$ cat src/rtl/cic_pkg.sv
package cic_pkg;

    localparam int OPC_W    = 5;
    localparam int ARG_W    = 11;
    localparam int WORD_W   = OPC_W + ARG_W;
    localparam int WIN_W    = 3;
    localparam int EVT_BITS = 8;
    localparam int REQ_BIT  = 6;
    localparam int RSV_W    = 4;

    typedef enum logic [OPC_W-1:0] {
        OP_GLOBAL_RESET = 5'd0,
        OP_WINDOW_SEL   = 5'd1,
        OP_REQ_INT      = 5'd12,
        OP_ACK          = 5'd13,
        OP_SET_MASK     = 5'd14
    } op_e;

    typedef struct packed {
        logic             greset;
        logic             winsel;
        logic             reqint;
        logic             ack;
        logic             setmask;
        logic [ARG_W-1:0] arg;
    } cmd_s;

    function automatic cmd_s decode_cmd(input logic [WORD_W-1:0] w, input logic accept);
        cmd_s c;
        c     = '0;
        c.arg = w[ARG_W-1:0];
        if (accept) begin
            case (op_e'(w[WORD_W-1:ARG_W]))
                OP_GLOBAL_RESET: c.greset  = 1'b1;
                OP_WINDOW_SEL:   c.winsel  = 1'b1;
                OP_REQ_INT:      c.reqint  = 1'b1;
                OP_ACK:          c.ack     = 1'b1;
                OP_SET_MASK:     c.setmask = 1'b1;
                default:         c         = c;
            endcase
        end
        return c;
    endfunction

    function automatic logic [WORD_W-1:0] pack_status(
        input logic [WIN_W-1:0]    win,
        input logic                busy,
        input logic [EVT_BITS-1:0] bits
    );
        return {win, busy, {RSV_W{1'b0}}, bits};
    endfunction

endpackage

$ cat src/rtl/cic_decode.sv
module cic_decode
    import cic_pkg::*;
(
    input  logic              host_wr,
    input  logic [WORD_W-1:0] host_wdata,
    input  logic              busy,
    output cmd_s              cmd
);
    logic accept;

    assign accept = host_wr && !busy;

    always_comb begin
        cmd = decode_cmd(host_wdata, accept);
    end

endmodule

$ cat src/rtl/cic_busy.sv
module cic_busy #(
    parameter int RST_CYCLES = 64
) (
    input  logic clk,
    input  logic rst,
    input  logic start,
    output logic busy
);
    localparam int CNT_W = $clog2(RST_CYCLES + 1);

    logic [CNT_W-1:0] remain;

    always_ff @(posedge clk) begin
        if (rst) begin
            remain <= '0;
        end else if (start) begin
            remain <= CNT_W'(RST_CYCLES);
        end else if (remain != '0) begin
            remain <= remain - 1'b1;
        end
    end

    assign busy = (remain != '0);

    AST_BUSY_START: assert property (@(posedge clk) disable iff (rst)
        start |=> busy);

    AST_BUSY_NO_RESTART: assert property (@(posedge clk) disable iff (rst)
        (busy && !start) |=> (remain < $past(remain)));

endmodule

$ cat src/rtl/cic_status.sv
module cic_status
    import cic_pkg::*;
(
    input  logic                clk,
    input  logic                rst,
    input  logic                clr,
    input  logic [EVT_BITS-1:1] evt,
    input  logic                ack_en,
    input  logic [EVT_BITS-1:0] ack_bits,
    input  logic                req_en,
    input  logic                mask_en,
    input  logic [EVT_BITS-1:1] mask_val,
    output logic [EVT_BITS-1:0] bits,
    output logic                irq
);
    logic [EVT_BITS-1:1] evt_q;
    logic [EVT_BITS-1:1] rise;
    logic [EVT_BITS-1:1] mask_q;
    logic [EVT_BITS-1:1] ev_bits;
    logic                latch_q;

    always_ff @(posedge clk) begin
        if (rst) evt_q <= '0;
        else     evt_q <= evt;
    end

    assign rise = evt & ~evt_q;

    always_ff @(posedge clk) begin
        if (rst || clr)   mask_q <= '0;
        else if (mask_en) mask_q <= mask_val;
    end

    for (genvar i = 1; i < EVT_BITS; i++) begin : g_evbit
        logic set_i;
        assign set_i = rise[i] || (req_en && (i == REQ_BIT));

        always_ff @(posedge clk) begin
            if (rst || clr)                  ev_bits[i] <= 1'b0;
            else if (set_i)                  ev_bits[i] <= 1'b1;
            else if (ack_en && ack_bits[i])  ev_bits[i] <= 1'b0;
        end

        AST_EVENT_SETS: assert property (@(posedge clk) disable iff (rst)
            (rise[i] && !clr) |=> bits[i]);

        AST_ACK_CLEARS: assert property (@(posedge clk) disable iff (rst)
            (ack_en && ack_bits[i] && !rise[i] && !clr) |=> !bits[i]);
    end

    assign irq = |(ev_bits & mask_q);

    always_ff @(posedge clk) begin
        if (rst || clr)                  latch_q <= 1'b0;
        else if (irq)                    latch_q <= 1'b1;
        else if (ack_en && ack_bits[0])  latch_q <= 1'b0;
    end

    assign bits = {ev_bits, latch_q};

    AST_LATCH_FOLLOWS: assert property (@(posedge clk) disable iff (rst)
        (irq && !clr) |=> bits[0]);

    AST_CLEAR_ALL: assert property (@(posedge clk) disable iff (rst)
        clr |=> (bits == '0 && !irq));

endmodule

$ cat src/rtl/cmd_irq_ctrl.sv
module cmd_irq_ctrl
    import cic_pkg::*;
#(
    parameter int RST_CYCLES = 64
) (
    input  logic                clk,
    input  logic                rst,
    input  logic                host_wr,
    input  logic [WORD_W-1:0]   host_wdata,
    input  logic [EVT_BITS-1:1] evt_in,
    output logic [WORD_W-1:0]   host_status,
    output logic                irq
);
    cmd_s                cmd;
    logic                busy;
    logic [WIN_W-1:0]    window_q;
    logic [EVT_BITS-1:0] bits;
    logic [ARG_W-1:EVT_BITS] unused_arg_hi;

    cic_decode u_decode (
        .host_wr    (host_wr),
        .host_wdata (host_wdata),
        .busy       (busy),
        .cmd        (cmd)
    );

    cic_busy #(.RST_CYCLES(RST_CYCLES)) u_busy (
        .clk   (clk),
        .rst   (rst),
        .start (cmd.greset),
        .busy  (busy)
    );

    cic_status u_status (
        .clk      (clk),
        .rst      (rst),
        .clr      (cmd.greset),
        .evt      (evt_in),
        .ack_en   (cmd.ack),
        .ack_bits (cmd.arg[EVT_BITS-1:0]),
        .req_en   (cmd.reqint),
        .mask_en  (cmd.setmask),
        .mask_val (cmd.arg[EVT_BITS-1:1]),
        .bits     (bits),
        .irq      (irq)
    );

    always_ff @(posedge clk) begin
        if (rst || cmd.greset) window_q <= '0;
        else if (cmd.winsel)   window_q <= cmd.arg[WIN_W-1:0];
    end

    assign unused_arg_hi = cmd.arg[ARG_W-1:EVT_BITS];

    assign host_status = pack_status(window_q, busy, bits);

    AST_WIN_HOLD: assert property (@(posedge clk) disable iff (rst)
        !(cmd.winsel || cmd.greset) |=> $stable(window_q));

    AST_BUSY_IGNORES: assert property (@(posedge clk) disable iff (rst)
        (busy && host_wr) |=> $stable(window_q));

    AST_RSV_ZERO: assert property (@(posedge clk) disable iff (rst)
        host_status[11:8] == 4'b0000);

endmodule

$ cat config.mk
export PLATFORM = sky130hd
export DESIGN_NAME = cmd_irq_ctrl
export DESIGN_NICKNAME = d
export VERILOG_FILES = /design/src/rtl/cic_pkg.sv /design/src/rtl/cic_decode.sv /design/src/rtl/cic_busy.sv /design/src/rtl/cic_status.sv /design/src/rtl/cmd_irq_ctrl.sv
export SDC_FILE = /design/constraint.sdc
export NUM_CORES = 1
export LEC_CHECK = 0
export ABC_AREA = 0
export BUFFER_PORTS_ARGS = -buffer_cell sky130_fd_sc_hd__buf_2
export CORE_MARGIN = 3
export CORE_UTILIZATION = 45
export DETAILED_ROUTE_END_ITERATION = 12
export PLACE_DENSITY_LB_ADDON = 0.15
export REMOVE_ABC_BUFFERS = 1
export SYNTH_ARGS = -nofsm -noshare
export SYNTH_HDL_FRONTEND = slang
export SYNTH_SLANG_ARGS = --single-unit
$ cat constraint.sdc
create_clock -name clk -period 2.8 [get_ports clk]
set_input_delay 0 -clock clk [delete_from_list [all_inputs] [get_ports clk]]
set_output_delay 0 -clock clk [all_outputs]
set_load 0.01 [all_outputs]
[Word-level counts from Yosys, hierarchy flattened]
Cells that the tools add are included.
W data, S select, Z words.
Storage, ports and cells
  bits in registers: 32
  bits of input ports: 26
  output and inout port bits: 17
  logic and storage cells: 70
Operators by class
  $add $sub $neg: 1
  eq/ne operators: 4
  mux-type cells: 24
  bitwise operators: 3
  reductions and logical operators: 25
Operators by type and width (count)
  $mux W1: 21
  $reduce_bool A2 Y1: 9
  $mux W16: 1
  $eq A5 B4 Y1 const B: 3
  $and A7 B7 Y7: 2
  $mux W7: 2
  $logic_and A1 B1 Y1: 9
  $not A7 Y7: 1
  $reduce_bool A7 Y1: 1
  $reduce_or A7 Y1: 1
  $sub A7 B1 Y7 const B: 1
  $eq A5 B1 Y1 const B: 1
  $logic_not A5 Y1: 1
  $logic_or A1 B1 Y1: 2
  $reduce_or A2 Y1: 1
  $logic_not A1 Y1: 1

[Logic depth before layout (Yosys ltp)]
Gate-level depths: netlist (run 1).
  depth in word-level cells: 7
  mapped depth: 8
  mapped depth without buffers: 7

[Hierarchy]
A second synthesis (run 1) with hierarchy kept.
Second synthesis, totals
  cells, all modules: 153
  area, all modules: 1515.2 µm²
Modules (own cells, without submodules)
  cic_status: times used 1, cells an instance 77, area an instance 848.3 µm², sequential area each 440.4 µm²
  cic_busy: times used 1, cells an instance 41, area an instance 360.3 µm², sequential area each 140.1 µm²
  cic_decode: times used 1, cells an instance 20, area an instance 160.2 µm², sequential area each 0.0 µm²
  cmd_irq_ctrl: times used 1, cells an instance 15, area an instance 146.4 µm², sequential area each 60.1 µm²

[Worst setup path before layout (run 1)]
Ideal clock, no wire load.
  kind: register to register
  start: reg u_busy.remain[0]
  end: reg u_busy.remain[1]
  library setup time: 0.121 ns
  data arrival time: 1.731 ns
  required time: 2.679 ns
  path slack: 0.948 ns
  cell stages (with the launch flop): 9
  buffers on the path: 1
  clock period less this slack: 1.852 ns
  cells stage by stage: dfxtp_1 -> inv_1 -> ha_1 -> or4b_4 -> nor3_4 -> inv_2 -> o21bai_4 -> buf_6 -> a211oi_1
On the way
  longest elaborated chain between the ends: 5
  elaborated cells between the ends (all ways): 6
  those cells by class: 1 x add/sub; 1 x mux; 4 x reduce/logical
RTL lines
  from (decl): RTL line cic_busy.sv:11  | logic [CNT_W-1:0] remain;
  from (signal assigned): RTL line cic_busy.sv:17  | remain <= CNT_W'(RST_CYCLES);
  from (signal assigned): RTL line cic_busy.sv:19  | remain <= remain - 1'b1;
  $reduce_bool A7 Y1 (*): RTL line cic_busy.sv:23  | assign busy = (remain != '0);
  net busy: RTL line cmd_irq_ctrl.sv:15  | logic busy;
  $logic_not A1 Y1: RTL line cic_decode.sv:11  | assign accept = host_wr && !busy;
  $logic_and A1 B1 Y1: RTL line cic_decode.sv:11
  $mux W16: RTL line cic_pkg.sv:32  | if (accept) begin
  $reduce_or A2 Y1 (no source line)
Mark *: on every way through the listed nets, which the timed path passes. The rest lies on a longest branch.
A chain may end at the register's enable or synchronous reset.

[Worst setup path in the final report (run 1)]
  start: reg u_busy.remain[0]
  end: reg window_q[2]
On the way
  longest elaborated chain between the ends: 5
RTL lines
  $reduce_bool A7 Y1 (*): RTL line cic_busy.sv:23
  $logic_not A1 Y1 (*): RTL line cic_decode.sv:11
  $logic_and A1 B1 Y1 (*): RTL line cic_decode.sv:11
  $mux W16 (*): RTL line cic_pkg.sv:32
  $logic_or A1 B1 Y1: RTL line cmd_irq_ctrl.sv:49  | if (rst || cmd.greset) window_q <= '0;
  to (signal assigned): RTL line cmd_irq_ctrl.sv:50  | else if (cmd.winsel) window_q <= cmd.arg[WIN_W-1:0];
  to (decl): RTL line cmd_irq_ctrl.sv:16  | logic [WIN_W-1:0] window_q;
Every way passes the cells marked *; elsewhere a longest branch is shown, timed or not.

==> results.cfg, run 1 <==
[hold_path]
min_path_cells = 2
hp-start = rst
hold_path.class = in2reg
worst_hold_path.endpoint = u_status.evt_q[6]$_SDFF_PP0_

[die]
die_x_um = 60.8
initial_core_util = 0.482
core_area_sq_um = 2810
rows = 19
dieHeight_um = 60.8
die_area_sq_um = 3700
io_pins = 43

[global_route]
grt_util_met3 = 0.0936
grt_pass1_vias = 1126
grt_max_degree = 21
grt_overflow = 0
grtUsageTotal = 0.182
grt_first_pass_wirelength_um = 4770
use_met2 = 0.296
antenna_found_initial = 0
grtUsageMet1 = 0.197
busiest_layer = met2

[route]
routed_wl_um = 2910
wl_per_cell_um = 12.9
ant_nets = 0
post-route-drc-count = 0
viasPerCell = 5.04
initialDrtViolationCount = 29
firstDrtPassIters = 4
via_count = 1139

[finish]
final_common_cell = buf_2
layout_common_cells = 35 x buf_2, 32 x dfxtp_1, 15 x dlygate4sd3_1, 14 x nor2_1, 12 x inv_1
post-route-util = 0.618
seq_area_sq_um = 641
fill_cells = 252
diodes = 0
drive_gt1_frac = 0.241
multi_input_area_sq_um = 603
area_growth_pct = 28.1
stdcell_area_sq_um = 1730
layout.nets = 221

[synth]
yosysWarnings = 0
synthDistinctLibCells = 32
ys_seq_area_frac = 0.474
syn-cell-area_sq_um = 1350
synth.ff_latch_count = 32
syn_inst = 143
post_synth.cell_area_avg_sq_um = 9.46

[sta]
slew_headroom = 0.644
slew_violations = 0
setup_tns_ns = 0
finalSetupViolCount = 0
tightest_slew_ns = 0.533
post-route-min-period_ns = 2.25
finalClockSkew_ns = 0.00856
hold_violations = 0
clock.fmax_mhz = 445
rsz0062_at_grt = no
finalCritPeriodShare = 0.803

[setup_path]
reg2reg_from = u_busy.remain[0]$_SDFFE_PP0P_
critPathRequiredTime_ns = 3.00
worstPathArrival_ns = 2.45
r2r_cells = 7
reg2reg_to = window_q[2]$_SDFFE_PP0P_
cp-end-kind = flop
cp-start-kind = flop
crit_fanout = 20
path_class = reg2reg
reg2reg_slack_ns = 0.55

[pwr]
power_density_nw_per_um2 = 741
ir_worst_vdd_mv = 0.420
p_leak_nw = 0.842

[clocking]
clock_sinks = 32
clk_pin_slew_ns = 0.10
clk-insertion-delay-late_ns = 0.33
cts_setup_buffers = 0
tritoncts = built
max-clock-path-buffers = 2
numCtsBuffers = 5
clockRootBuffer = clkbuf_4
htreeDepth = 2

[flow_run]
maxCapViolCount = 0

[place]
place.gp.congestion = 0.719
dp_hpwl_um = 1960
io_buffers = 35
place_area_sq_um = 1510

[run_status]
status = complete, no violations
[final cells by class]
cell class / count / share of cell area
multi-input combinational: 92 / 0.348
clock buffer: 6 / 0.0238
clock inverter: 2 / 0.0202
sequential: 32 / 0.370
timing repair buffer: 50 / 0.188
tap: 31 / 0.0224
inverter: 13 / 0.0282
[kinds of logic (layout without fill, tap and decap cells)]
family,after synthesis,after routing,share of synthesized area
compound gates,24,24,0.115
fa+ha+maj,1,1,0.00925
simple gates,48,48,0.204
xor+xnor,5,5,0.0324
buf+inv,22,71,0.0888
other cells,1,4,0.00277
mux,10,10,0.0740
flops,32,32,0.474
[report_power, final]
group | switching, mW | total, mW | leakage [nW] | internal (mW)
combinational | 0.201 | 0.379 | 0.537 | 0.178
clock | 0.156 | 0.343 | 0.0422 | 0.187
sequential | 0.0511 | 0.563 | 0.263 | 0.512
total | 0.408 | 1.28 | 0.842 | 0.877
[Yosys cell counts]
master	n	area, sq um
nand3_1	1	5.00
nor2_1	14	52.6
a22oi_1	2	15.0
nor3_1	7	35.0
buf_4	6	45.0
clkbuf_1	1	3.75
a222oi_1	1	10.0
inv_1	12	45.0
a31oi_1	1	6.26
o22ai_1	1	6.26
a211oi_1	1	7.51
and3b_1	3	26.3
nand2b_1	6	37.5
nand4_1	3	18.8
conb_1	1	3.75
dfxtp_1	32	641
xor2_1	1	8.76
o21bai_4	1	18.8
buf_6	2	22.5
mux2i_1	10	100
a41o_2	1	11.3
ha_1	1	12.5
a21oi_1	9	45.0
or4b_4	1	13.8
inv_2	1	3.75
o21ai_0	7	35.0
xnor2_1	4	35.0
or4_1	1	7.51
nor3b_1	2	15.0
nand2_1	3	11.3
nor3_4	1	16.3
nor2b_1	6	37.5
[how the worst max path moves through the flow]
stage,startpoint,endpoint,depth (start not counted)
after floorplan,u_busy.remain[0]$_SDFFE_PP0P_,u_busy.remain[1]$_SDFFE_PP0P_,7
after global placement,u_busy.remain[0]$_SDFFE_PP0P_,u_busy.remain[1]$_SDFFE_PP0P_,7
final,u_busy.remain[0]$_SDFFE_PP0P_,window_q[2]$_SDFFE_PP0P_,7
after CTS,u_busy.remain[0]$_SDFFE_PP0P_,window_q[2]$_SDFFE_PP0P_,7
after global routing,u_busy.remain[0]$_SDFFE_PP0P_,window_q[2]$_SDFFE_PP0P_,7
after detailed placement,u_busy.remain[0]$_SDFFE_PP0P_,window_q[2]$_SDFFE_PP0P_,7
[registers in the layout, summed over array words and instances, names as in the netlist]
signal	cells
u_busy.remain	7
u_status.bits	7
u_status.evt_q	7
u_status.latch_q	1
u_status.mask_q	7
window_q	3
[metrics by stage]
| step | std cells | hold slack, ns | worst slack [ns] | total power [mW] |
|---|---|---|---|---|
| after CTS | 226 | 0.0109 | 0.532 | 1.30 |
| after floorplan | 137 | 0.0691 | 0.834 | 0.845 |
| after global routing | 226 | 0.0157 | 0.388 | 1.38 |
| after detailed placement | 203 | 0.231 | 0.554 | 0.940 |
| after global placement | 203 | 0.216 | 0.611 | 0.928 |
| final | 226 | 0.0205 | 0.550 | 1.28 |
[worst max-delay path: stages, from the launching register on]
cell and delay (ns):
dfxtp_1 0.32, inv_1 0.08, ha_1 0.19, or4b_4 0.50, nor3_4 0.33, inv_2 0.12, o21bai_4 0.45, nor2_1 0.11
[per-layer routing]
| metal | wire [um] | vias to the layer above |
|---|---|---|
| li1 | - | 574 |
| met1 | 1230 | 520 |
| met2 | 1410 | 41 |
| met3 | 225 | 4 |
| met4 | 38 | 0 |
| met5 | 0 | - |
[repair_timing]
item	CTS	global route
endpoints found under the hold margin	23	0
hold buffers	15	0
gates resized for setup	0	0
Power figures use the tool's default switching activity.
==> run 2, diff against run 1 <==
--- a/config.mk
+++ b/config.mk
@@ -5,7 +5,7 @@
 export SDC_FILE = /design/constraint.sdc
 export NUM_CORES = 1
 export LEC_CHECK = 0
-export ABC_AREA = 0
+export ABC_AREA = 1
 export BUFFER_PORTS_ARGS = -buffer_cell sky130_fd_sc_hd__buf_2
 export CORE_MARGIN = 3
 export CORE_UTILIZATION = 45
==> constraint.sdc (replaced) <==
create_clock -name clk -period 1.8 [get_ports clk]
set_input_delay 0 -clock clk [delete_from_list [all_inputs] [get_ports clk]]
set_output_delay 0 -clock clk [all_outputs]
set_load 0.01 [all_outputs]
==> run 2 against run 1 <==
Effect of this change: synthesized area up 7.4%; power up 66%; sequential cell count unchanged; clock skew about the same; critical path type unchanged; largest power group unchanged; highest routed layer unchanged.
==> results.cfg, run 2 <==
[hold_path]
hp-start = host_wdata[14]
worst_hold_path.endpoint = u_status.bits[6]$_SDFFE_PP0P_
hold_path.class = in2reg
min_path_cells = 5

[setup_path]
reg2reg_slack_ns = 0.19
worstPathArrival_ns = 1.83
path_buf_inv = 2
cp-end-kind = flop
reg2reg_from = u_busy.remain[0]$_SDFFE_PP0P_
cpLargestDelayFamily = simple AND/OR/NAND/NOR gates
path_depth = 8
cp-start-kind = flop
reg2reg_to = u_status.bits[4]$_SDFFE_PP0P_
critPathRequiredTime_ns = 2.02
cpPeakStageDelay_ns = 0.32
r2r_cells = 8
cpMostUsedCell = inv_1
crit_fanout = 24
cp_cell_sequence = inv_1 -> ha_1 -> inv_1 -> nor2_1 -> nand4_1 -> or2_1 -> nand2_4 -> a21oi_1
path_class = reg2reg
worst_path_max_delay_cell = dfxtp_1

[route]
wl_per_cell_um = 11.7
viasPerCell = 4.84
post-route-drc-count = 0
routed_wl_um = 3420
via_count = 1413
initialDrtViolationCount = 85
ant_nets = 0
firstDrtPassIters = 4

[clocking]
clk-insertion-delay-late_ns = 0.34
clockRootBuffer = clkbuf_4
numCtsBuffers = 5
tritoncts = built
cts_setup_buffers = 0
clock_sinks = 32
clk_pin_slew_ns = 0.10
htreeDepth = 2
max-clock-path-buffers = 2

[finish]
layout.nets = 276
diodes = 0
final_common_cell = nand2_1
fill_cells = 271
final_cells = 292
layout_common_cells = 38 x nand2_1, 35 x buf_2, 32 x dfxtp_1, 23 x dlygate4sd3_1, 22 x nor2_1
drive_gt1_frac = 0.236
area_growth_pct = 32.2

[place]
dp_cells = 261
io_buffers = 35
place.gp.congestion = 0.752
dp_hpwl_um = 2260
post-place-ws_ns = 0.194

[global_route]
grt_first_pass_wirelength_um = 5890
antenna_found_initial = 0
grt_max_degree = 25
grt_overflow = 0
grtUsageTotal = 0.187
grt_pass1_vias = 1320

[pwr]
clock_power_share = 0.204
p_int_mw = 1.34
ir_worst_vdd_mv = 0.618
comb_power_share = 0.392
switching_share = 0.371
switching_power_mw = 0.792
power_density_nw_per_um2 = 1110
p_leak_nw = 0.879
power.share.sequential = 0.405
total_power_mw = 2.13

[sta]
clock.fmax_mhz = 620
hold_violations = 0
rsz0062_at_grt = no
whs_ns = 0.119
finalClockSkew_ns = 0.00902
setup_ws_ns = 0.186
post-route-min-period_ns = 1.61
finalCritPeriodShare = 0.896
finalSetupViolCount = 0
setup_tns_ns = 0
slew_violations = 0

[synth]
synth_area_leaders = dfxtp_1 44%, nand2_1 9.8%, nand4_1 8.6%
synth_compound_area_frac = 0.0775
synth-edff-count = 0
synth_xor_area_frac = 0.0241
synth.ff_latch_count = 32
syn_inst = 189
post_synth.cell_area_avg_sq_um = 7.69
ys.flop_type = dfxtp_1
async_flop_share = 0
yosysWarnings = 0
syn-cell-area_sq_um = 1450
synthDistinctLibCells = 23
synth_most_common_cell = nand2_1
synth_common_cells = 38 x nand2_1, 32 x dfxtp_1, 22 x nor2_1
ys_seq_area_frac = 0.441
synth-simple-area-share = 0.335
synthMuxAreaShare = 0
synth_top_area_frac = 0.441
synth_top_family_by_area = simple AND/OR/NAND/NOR gates
yosys.area_share.adder = 0.00861
synth_top_area_cell = dfxtp_1

[die]
die_area_sq_um = 3950
core_area_sq_um = 2920
dieHeight_um = 62.8
initial_core_util = 0.497
io_pins = 43
rows = 19
die_x_um = 62.8

[flow_run]
maxCapViolCount = 0

[run_status]
status = complete, no violations
==> run 2: worst reg2reg max path: stages (launching register included) <==
cell	delay, ns
dfxtp_1	0.32
inv_1	0.11
ha_1	0.24
inv_1	0.06
nor2_1	0.09
nand4_1	0.10
or2_1	0.27
nand2_4	0.23
a21oi_1	0.09
==> run 2: per-layer routing <==
metal	global-route usage	part of all wire	vias to the layer above
li1	-	-	734
met1	0.231	0.45	625
met2	0.301	0.46	48
met3	0.0719	0.070	6
met4	0.0579	0.013	0
met5	0	0	-
==> run 2: metrics by stage <==
stage | area [sq um] | utilization
4_1_cts | 1920 | 0.657
6_report | 1920 | 0.657
2_1_floorplan | 1360 | -
5_1_grt | 1920 | 0.657
3_3_place_gp | 1630 | 0.557
3_5_place_dp | 1630 | 0.557
==> run 2: cell type report <==
cell class	instances	area, sq um	share of cell area
multi-input cells	131	662	0.345
clock buffers	7	55.1	0.0287
repair buffers	63	443	0.231
inverters	16	60.1	0.0313
flip-flops and latches	32	641	0.334
well taps	42	52.6	0.0274
clock inverters	1	7.51	0.00391
==> run 2: logic make-up (layout without fill, tap and decap cells) <==
| logic type | count (synthesis) | in the layout |
|---|---|---|
| flops | 32 | 32 |
| buf+inv | 29 | 87 |
| fa+ha+maj | 1 | 1 |
| compound gates | 22 | 22 |
| simple gates | 100 | 100 |
| xor+xnor | 4 | 4 |
| other cells | 1 | 4 |
==> run 2: timing repair <==
action / CTS / global route
gates resized for setup: 0 / 0
hold buffers: 23 / 0
endpoints found under the hold margin: 24 / 0
endpoints found under the setup margin: 0 / 0
==> run 2: how the worst max path moves through the flow <==
| stage | from | end | slack, ns |
|---|---|---|---|
| 6_report | u_busy.remain[0]$_SDFFE_PP0P_ | u_status.bits[4]$_SDFFE_PP0P_ | 0.19 |
| 2_1_floorplan | u_busy.remain[0]$_SDFFE_PP0P_ | u_status.mask_q[1]$_SDFFE_PP0P_ | 0.27 |
| 3_5_place_dp | u_busy.remain[0]$_SDFFE_PP0P_ | u_status.bits[6]$_SDFFE_PP0P_ | 0.19 |
| 5_1_grt | u_busy.remain[0]$_SDFFE_PP0P_ | u_status.bits[4]$_SDFFE_PP0P_ | 0.03 |
| 3_3_place_gp | u_busy.remain[0]$_SDFFE_PP0P_ | u_status.mask_q[7]$_SDFFE_PP0P_ | 0.23 |
| 4_1_cts | u_busy.remain[0]$_SDFFE_PP0P_ | u_status.bits[4]$_SDFFE_PP0P_ | 0.16 |
==> run 2: power groups by stage <==
stage	clock network, mW	logic, mW	registers, mW
after detailed placement	0	0.793	0.880
after global placement	0	0.774	0.876
after global routing	0.484	0.950	0.875
after floorplan	0	0.552	0.874
final	0.434	0.836	0.864
after CTS	0.446	0.834	0.864
==> run 3, diff against run 2 <==
--- a/config.mk
+++ b/config.mk
@@ -5,13 +5,14 @@
 export SDC_FILE = /design/constraint.sdc
 export NUM_CORES = 1
 export LEC_CHECK = 0
-export ABC_AREA = 1
 export BUFFER_PORTS_ARGS = -buffer_cell sky130_fd_sc_hd__buf_2
 export CORE_MARGIN = 3
-export CORE_UTILIZATION = 45
+export CORE_UTILIZATION = 44
 export DETAILED_ROUTE_END_ITERATION = 12
+export HOLD_SLACK_MARGIN = 0.03
 export PLACE_DENSITY_LB_ADDON = 0.15
 export REMOVE_ABC_BUFFERS = 1
 export SYNTH_ARGS = -nofsm -noshare
 export SYNTH_HDL_FRONTEND = slang
 export SYNTH_SLANG_ARGS = --single-unit
+export TNS_END_PERCENT = 30
==> run 3 against run 2 <==
Effect of this change: clock-buffer cell count is the same; largest cell class is now flip-flops and latches; routed wire length shrank 11%; critical path type unchanged; sequential power grew 2.8%; critical endpoint is now u_status.bits[5]$_SDFFE_PP0P_; critical path depth is the same; sequential cell count is the same; largest power group unchanged; hold slack gained 0.015 ns; non-clock buffer count grew 2.
==> results.cfg, run 3 (same netlist as run 1, synthesis figures left out) <==
[run_status]
status = complete, no violations

[route]
post-route-drc-count = 0
ant_nets = 0
wl_per_cell_um = 12.7
via_count = 1203
routed_wl_um = 3050
firstDrtPassIters = 5
initialDrtViolationCount = 63
viasPerCell = 5.01

[pwr]
switching_share = 0.320
ir_worst_vdd_mv = 0.620
power_density_nw_per_um2 = 1120
comb_power_share = 0.369
switching_power_mw = 0.676
p_leak_nw = 0.921
p_int_mw = 1.43
power.share.sequential = 0.421
clock_power_share = 0.210

[clocking]
clockRootBuffer = clkbuf_4
numCtsBuffers = 5
max-clock-path-buffers = 2
htreeDepth = 2
clk_pin_slew_ns = 0.09
clock_sinks = 32
clk-insertion-delay-late_ns = 0.33
tritoncts = built

[finish]
final_common_cell = buf_2
layout_common_cells = 34 x buf_2, 30 x dfxtp_1, 22 x dlygate4sd3_1, 14 x nor2_1
diodes = 0
layout.nets = 236
area_growth_pct = 39.4
final_cells = 240
stdcell_area_sq_um = 1890
fill_cells = 232
drive_gt1_frac = 0.292

[sta]
finalSetupViolCount = 0
setup_tns_ns = 0
finalClockSkew_ns = 0.00563
setup_ws_ns = 0.0721
rsz0062_at_grt = yes
finalCritPeriodShare = 0.960
slew_violations = 0
hold_violations = 0
clock.fmax_mhz = 579
post-route-min-period_ns = 1.73

[place]
post-place-ws_ns = -0.0209
dp_cells = 208
io_buffers = 35
place_area_sq_um = 1540
place.gp.congestion = 0.767
dp_hpwl_um = 2020

[die]
io_pins = 43
rows = 19
core_area_sq_um = 2850
die_area_sq_um = 3780
dieHeight_um = 61.4
initial_core_util = 0.474
die_x_um = 61.4

[global_route]
antenna_found_initial = 0
grt_pass1_vias = 1106
grt_first_pass_wirelength_um = 4810
grt_max_degree = 14
grtUsageTotal = 0.179
grt_overflow = 0

[flow_run]
maxCapViolCount = 0

[hold_path]
hold_path.class = in2reg

[setup_path]
crit_fanout = 10
worstPathArrival_ns = 1.95
critPathRequiredTime_ns = 2.02
path_class = reg2reg
cp-start-kind = flop
cp-end-kind = flop
run 3: changes by cell type in the layout (fill, tap and decap cells not counted), sizes merged, moves of 6 or more:
cell    change
nand4      -17
mux2i      +10
nand2b      +6
or2         -8
nor3        +6
nand2      -37
nor2       -10
nor2b       +6
a21oi      -12
o21ai       +7
run 3: final cells by class:
type,instances,area [sq um],share of cell area
clock buffers,7,65.1,0.0345
inverters,13,48.8,0.0259
multi-input cells,92,621,0.329
flip-flops and latches,32,643,0.341
well taps,31,38.8,0.0206
repair buffers,65,469,0.249
run 3: per-stage QoR:
step	hold slack [ns]	power [mW]	util
5_1_grt	0.151	2.25	0.661
3_5_place_dp	0.231	1.52	0.541
4_1_cts	0.108	2.07	0.651
6_report	0.134	2.11	0.661
3_3_place_gp	0.214	1.51	0.541
2_1_floorplan	0.0691	1.31	-
run 3: routing by layer:
| layer | vias up | global-route usage | part of all wire |
|---|---|---|---|
| met1 | 549 | 0.207 | 0.43 |
| li1 | 608 | - | - |
| met4 | 0 | 0.0818 | 0.017 |
| met2 | 42 | 0.298 | 0.49 |
| met5 | - | 0 | 0 |
| met3 | 4 | 0.0629 | 0.065 |
run 3: what timing repair did:
item	CTS	global route
pin swaps	3	2
hold buffers	22	0
endpoints found under the hold margin	25	0
setup buffers	2	1
gates resized for setup	6	4
setup endpoints to repair	21	22
run 3: worst paths after layout:
check,from,to,slack (ns),cells after the start
worst min register to register,u_status.evt_q[7]$_SDFF_PP0_,u_status.bits[7]$_SDFFE_PP0P_,0.49,2
worst min-delay path,host_wdata[11],u_status.bits[6]$_SDFFE_PP0P_,0.13,4
worst max-delay path,u_busy.remain[0]$_SDFFE_PP0P_,u_status.bits[5]$_SDFFE_PP0P_,0.07,8
worst max register to register,u_busy.remain[0]$_SDFFE_PP0P_,u_status.bits[5]$_SDFFE_PP0P_,0.07,8
run 3: critical path, cell delays in order (launching register included):
cell and delay (ns):
dfxtp_2 0.33, inv_2 0.08, ha_4 0.13, or4b_4 0.48
nor3_4 0.16, inv_2 0.09, o21bai_4 0.14, buf_6 0.16
a21oi_1 0.05
run 3: power by group through the flow:
stage / registers, mW / clock network (mW) / logic [mW]
2_1_floorplan: 0.883 / 0 / 0.431
6_report: 0.888 / 0.444 / 0.779
5_1_grt: 0.904 / 0.505 / 0.842
4_1_cts: 0.882 / 0.462 / 0.726
3_3_place_gp: 0.890 / 0 / 0.619
3_5_place_dp: 0.892 / 0 / 0.625
